===== src/rtl/dsp_ser_pkg.sv =====
package dsp_ser_pkg;

    typedef enum logic [2:0] {
        ST_IDLE,
        ST_RST_HOLD,
        ST_LEAD,
        ST_SCK_HI,
        ST_SCK_LO,
        ST_GAP
    } ser_state_e;

    localparam int FRAME_MAX = 9;
    localparam int FRAME_4W  = 8;
    localparam int CNT_W     = $clog2(FRAME_MAX + 1);

endpackage


===== src/rtl/dsp_ser_tick.sv =====
module dsp_ser_tick #(
    parameter int HALF_DIV = 2
) (
    input  logic clk,
    input  logic rst_n,
    input  logic clear,
    output logic tick
);
    localparam int HD = (HALF_DIV < 2) ? 2 : HALF_DIV;
    localparam int CW = $clog2(HD);

    logic [CW-1:0] cnt_q;

    assign tick = (cnt_q == CW'(HD - 1));

    always_ff @(posedge clk or negedge rst_n) begin
        if (!rst_n) begin
            cnt_q <= '0;
        end else if (clear || tick) begin
            cnt_q <= '0;
        end else begin
            cnt_q <= cnt_q + 1'b1;
        end
    end
endmodule


===== src/rtl/dsp_ser_rstgen.sv =====
module dsp_ser_rstgen #(
    parameter int RST_CYCLES = 16
) (
    input  logic clk,
    input  logic rst_n,
    input  logic start,
    output logic busy,
    output logic lcd_rst_n
);
    localparam int RC = (RST_CYCLES < 1) ? 1 : RST_CYCLES;
    localparam int CW = $clog2(RC + 1);

    logic [CW-1:0] left_q;

    assign busy      = (left_q != '0);
    assign lcd_rst_n = !busy;

    always_ff @(posedge clk or negedge rst_n) begin
        if (!rst_n) begin
            left_q <= '0;
        end else if (start) begin
            left_q <= CW'(RC);
        end else if (busy) begin
            left_q <= left_q - 1'b1;
        end
    end
endmodule


===== src/rtl/dsp_ser_shift.sv =====
module dsp_ser_shift
    import dsp_ser_pkg::*;
(
    input  logic       clk,
    input  logic       rst_n,
    input  logic       load,
    input  logic       mode_3w,
    input  logic       is_data,
    input  logic [7:0] data,
    input  logic       shift,
    output logic       msb,
    output logic       last
);
    logic [FRAME_MAX-1:0] sreg_q;
    logic [CNT_W-1:0]     left_q;

    assign msb  = sreg_q[FRAME_MAX-1];
    assign last = (left_q == CNT_W'(1));

    always_ff @(posedge clk or negedge rst_n) begin
        if (!rst_n) begin
            sreg_q <= '0;
            left_q <= '0;
        end else if (load) begin
            sreg_q <= mode_3w ? {is_data, data} : {data, 1'b0};
            left_q <= mode_3w ? CNT_W'(FRAME_MAX) : CNT_W'(FRAME_4W);
        end else if (shift) begin
            sreg_q <= {sreg_q[FRAME_MAX-2:0], 1'b0};
            left_q <= left_q - 1'b1;
        end
    end
endmodule


===== src/rtl/dsp_ser.sv =====
module dsp_ser
    import dsp_ser_pkg::*;
#(
    parameter int HALF_DIV   = 2,
    parameter int RST_CYCLES = 16
) (
    input  logic       clk,
    input  logic       rst_n,
    input  logic       mode_3w,
    input  logic       in_valid,
    output logic       in_ready,
    input  logic [7:0] in_data,
    input  logic       in_is_data,
    input  logic       rst_req,
    output logic       sck,
    output logic       sdo,
    output logic       cs_n,
    output logic       dc,
    output logic       lcd_rst_n
);
    ser_state_e state_q, state_d;

    logic tick, tick_clear;
    logic rst_start, rst_busy;
    logic load, shift_en, bit_msb, bit_last;
    logic dc_q;
    logic accept;

    dsp_ser_tick #(.HALF_DIV(HALF_DIV)) u_tick (
        .clk   (clk),
        .rst_n (rst_n),
        .clear (tick_clear),
        .tick  (tick)
    );

    dsp_ser_rstgen #(.RST_CYCLES(RST_CYCLES)) u_rstgen (
        .clk       (clk),
        .rst_n     (rst_n),
        .start     (rst_start),
        .busy      (rst_busy),
        .lcd_rst_n (lcd_rst_n)
    );

    dsp_ser_shift u_shift (
        .clk     (clk),
        .rst_n   (rst_n),
        .load    (load),
        .mode_3w (mode_3w),
        .is_data (in_is_data),
        .data    (in_data),
        .shift   (shift_en),
        .msb     (bit_msb),
        .last    (bit_last)
    );

    // State register
    always_ff @(posedge clk or negedge rst_n) begin
        if (!rst_n) begin
            state_q <= ST_IDLE;
        end else begin
            state_q <= state_d;
        end
    end

    // Next-state logic
    always_comb begin
        state_d = state_q;
        unique case (state_q)
            ST_IDLE: begin
                if (rst_req) begin
                    state_d = ST_RST_HOLD;
                end else if (in_valid) begin
                    state_d = ST_LEAD;
                end
            end
            ST_RST_HOLD: begin
                if (!rst_busy) state_d = ST_IDLE;
            end
            ST_LEAD: begin
                if (tick) state_d = ST_SCK_HI;
            end
            ST_SCK_HI: begin
                if (tick) state_d = bit_last ? ST_GAP : ST_SCK_LO;
            end
            ST_SCK_LO: begin
                if (tick) state_d = ST_SCK_HI;
            end
            ST_GAP: begin
                state_d = in_valid ? ST_SCK_LO : ST_IDLE;
            end
            default: state_d = ST_IDLE;
        endcase
    end

    // Output and control decode
    always_comb begin
        in_ready   = 1'b0;
        sck        = 1'b0;
        cs_n       = 1'b0;
        rst_start  = 1'b0;
        tick_clear = 1'b0;
        shift_en   = 1'b0;
        unique case (state_q)
            ST_IDLE: begin
                in_ready   = !rst_req;
                cs_n       = 1'b1;
                rst_start  = rst_req;
                tick_clear = 1'b1;
            end
            ST_RST_HOLD: begin
                cs_n       = 1'b1;
                tick_clear = 1'b1;
            end
            ST_LEAD: begin
            end
            ST_SCK_HI: begin
                sck      = 1'b1;
                shift_en = tick && !bit_last;
            end
            ST_SCK_LO: begin
            end
            ST_GAP: begin
                in_ready   = 1'b1;
                tick_clear = 1'b1;
            end
            default: begin
                cs_n = 1'b1;
            end
        endcase
    end

    assign accept = in_valid && in_ready;
    assign load   = accept;
    assign sdo    = cs_n ? 1'b0 : bit_msb;
    assign dc     = dc_q;

    // Command/data line: updated only when a byte is taken
    always_ff @(posedge clk or negedge rst_n) begin
        if (!rst_n) begin
            dc_q <= 1'b0;
        end else if (accept) begin
            dc_q <= mode_3w ? 1'b0 : in_is_data;
        end
    end
endmodule


===== config.mk =====
export PLATFORM = sky130hd
export DESIGN_NAME = dsp_ser
export DESIGN_NICKNAME = d
export VERILOG_FILES = /design/src/rtl/dsp_ser_pkg.sv /design/src/rtl/dsp_ser_tick.sv /design/src/rtl/dsp_ser_rstgen.sv /design/src/rtl/dsp_ser_shift.sv /design/src/rtl/dsp_ser.sv
export SDC_FILE = /design/constraint.sdc
export NUM_CORES = 1
export LEC_CHECK = 0
export BUFFER_PORTS_ARGS = -buffer_cell sky130_fd_sc_hd__buf_2
export CAP_MARGIN = 20
export CELL_PAD_IN_SITES_DETAIL_PLACEMENT = 0
export CELL_PAD_IN_SITES_GLOBAL_PLACEMENT = 1
export CORE_ASPECT_RATIO = 1.1
export CORE_UTILIZATION = 44
export DETAILED_ROUTE_END_ITERATION = 6
export PLACE_DENSITY = 0.84
export SYNTH_ARGS = -nofsm -noshare
export SYNTH_HDL_FRONTEND = slang
export SYNTH_SLANG_ARGS = --single-unit

===== constraint.sdc =====
create_clock -name clk -period 2.3 [get_ports clk]
set_clock_uncertainty 0.15 [all_clocks]
set_input_delay 0.23 -clock clk [delete_from_list [all_inputs] [get_ports clk]]
set_output_delay 0.23 -clock clk [all_outputs]
set_load 0.05 [all_outputs]

==> out/qor.yml <==
logic_synthesis:
  yosysTopAreaCell: "dfrtp_1"
  ys_top_cells_by_area: "dfrtp_1 (37%), a2111oi_2 (7.8%), mux2_1 (3.7%)"
  synthSimpleGateAreaFrac: 0.177
  postSynthAreaPerCell_um2: 9.55
  synthCells: 161
  synth_top_area_frac: 0.374
  synth-compound-area-share: 0.269
  netlist_area_um2: 1540
  synth_ff_type: "dfrtp_1"
  ys_seq_area_frac: 0.374
  synth-adder-area-share: 0.0244
  async_flop_share: 1.00
  synth_xor_area_frac: 0.00570
  ys_seq_elements: 23
  synth.yosys.warnings: 0
  synthMuxAreaShare: 0.0724
  synth_top_family_by_area: "compound AO/OA/AOI/OAI gates"
  synth_nets: 178
  synth_edf_count: 0
  ys_types: 46
power_and_ir_drop:
  leakagePower_nw: 0.687
  irDropWorstVdd_uv: 587
  power_mw: 2.18
  p_per_area_nw_per_um2: 1260
sta:
  fin_setup_tns_ns: 0
  setup_viol: 0
  period_minus_slack_ns: 2.20
  timing.final.crit_share: 0.956
  hold_viol: 0
  max_freq_ghz: 0.455
  max_slew_margin: 0.640
  worstMarginPinSlew_ns: 0.539
  slew_violations: 0
  holdWs_ns: 0.0920
  rsz0062_at_grt: "no"
outcome:
  status: "finished, final reports clean"
drt:
  dr.first_iter.drc_count: 55
  wl_mm: 3.49
  wire_per_inst_um: 15.5
  vias: 1328
  detail_route.vias_per_cell: 5.88
  drc: 0
  ant_nets: 0
  drtPass1Iterations: 4
cells_and_area:
  fillerInstances: 317
  layout_common_cells: "dfrtp_1 (23), buf_2 (18), nand3_1 (11), o21ai_0 (11)"
  layout_commonest_cell: "dfrtp_1"
  instances_no_fill: 226
  antenna_cells: 0
  drive_gt1_frac: 0.298
  final_util: 0.523
  synthToLayoutAreaGrowth_pct: 13.2
  finalNetCount: 196
placement:
  placed_cells: 219
  hpwl_mm: 2.41
  gp_congestion: 0.772
  io_buffers: 19
clock_network:
  cts_sinks: 23
  cts-root-buf: "clkbuf_4"
  cts_buffers: 3
  cts_buffer_depth: 2
  clock_latency_ns: 0.32
  cts_tree: "built"
  cts-htree-levels: 1
  clk_pin_slew_ns: 0.14
job:
  max_cap_violations: 0
worst_hold_path:
  min_path_type: "in -> reg"
setup_path:
  cp.arrival_ns: 1.82
  crit_required_ns: 1.92
  cp_max_fo: 7
  critPathKind: "reg -> out"
  start_kind: "flip-flop"
  endpoint_kind: "output pin"
die:
  dieArea_um2: 3740
  die_w_um: 58.4
  start_util: 0.462
  dieHeight_um: 64
  ioPinCount: 20
  coreArea_um2: 3330
  row_count: 22
global_route:
  grt_pass1_wl_mm: 5.85
  grt_max_degree: 24
  antenna_found_initial: 0
  grt_pass1_vias: 1275
  grtUsageTotal: 0.203
  grt.overflow.total: 0
==> worst max-delay path, stage by stage (launching register included) <==
cell and delay, ns:
dfrtp_1 0.44, inv_1 0.07, ha_1 0.19, or4b_4 0.53
inv_2 0.09, buf_4 0.19
==> cells in the mapped netlist, types with 2 or more instances <==
master,n
or3_1,2
nand2b_1,2
a21oi_1,9
o21ai_0,11
dfrtp_1,23
nor3_1,3
buf_1,4
a31oi_1,8
nand3_1,11
nand2_1,6
or4_1,2
nor2b_1,2
a2111oi_2,8
o21ai_1,2
clkbuf_1,5
o31ai_1,3
inv_1,9
mux2_1,5
mux2_2,4
buf_6,2
buf_2,5
nor2_1,8
nor4_1,2
ha_1,3
==> final timing paths <==
check | from | endpoint | slack (ns) | cells past startpoint
worst max-delay path | u_rstgen.left_q[1] | lcd_rst_n | 0.10 | 5
worst min-delay path | in_valid | state_q[2] | 0.09 | 3
worst max register to register | state_q[2] | dc | 0.44 | 3
worst min register to register | u_rstgen.left_q[4] | u_rstgen.left_q[4] | 0.36 | 1
max in group asynchronous | rst_n | u_rstgen.left_q[1] | 1.40 | 2
min in group asynchronous | rst_n | u_shift.sreg_q[6] | 0.25 | 2
==> per-layer routing <==
layer / up-vias / track usage / part of all wire
li1: 634 / - / -
met1: 666 / 0.266 / 0.44
met2: 26 / 0.351 / 0.52
met3: 2 / 0.0182 / 0.029
met4: 0 / 0.0625 / 0.0049
met5: - / 0 / 0
==> power breakdown <==
part           internal (mW)  switching, mW
sequential             0.592          0.163
combinational          0.465          0.758
clock                 0.0664          0.140
total                   1.12           1.06
==> stage by stage <==
stage / worst slack (ns) / instance area, um^2
2_1_floorplan: 0.141 / 1550
3_3_place_gp: 0.349 / 1680
3_5_place_dp: 0.295 / 1680
4_1_cts: 0.0525 / 1730
5_1_grt: 0.0248 / 1740
6_report: 0.102 / 1740
==> layout make-up <==
class                      instances  area [um^2]  share of cell area
tap                               48         60.1              0.0345
sequential                        23          576               0.331
timing repair buffer              29          178               0.102
multi-input combinational        112          860               0.494
inverter                          10         37.5              0.0216
clock inverter                     1         7.51             0.00431
clock buffer                       3         22.5              0.0129
==> cells by family after synthesis <==
group                      after synthesis
AOI/OAI and AO/OA                       51
xor gates and xnor gates                 1
adders and majority gates                3
buffers and inverters                   26
DFF                                     23
muxes                                   10
and+or+nand+nor                         47
==> state kept, by name, summed over array words and instances, names as in the netlist <==
| name | flops |
|---|---|
| u_rstgen.left_q | 5 |
| dc | 1 |
| state_q | 3 |
| u_tick.tick | 1 |
| u_shift.sreg_q | 9 |
| u_shift.left_q | 4 |
==> timing repair <==
item	CTS	global route
gates cloned	0	0
hold buffers	2	0
endpoints found under the hold margin	24	0
resized for setup	2	0
setup endpoints to repair	1	1
setup buffers	0	1
Power figures use the tool's default switching activity.
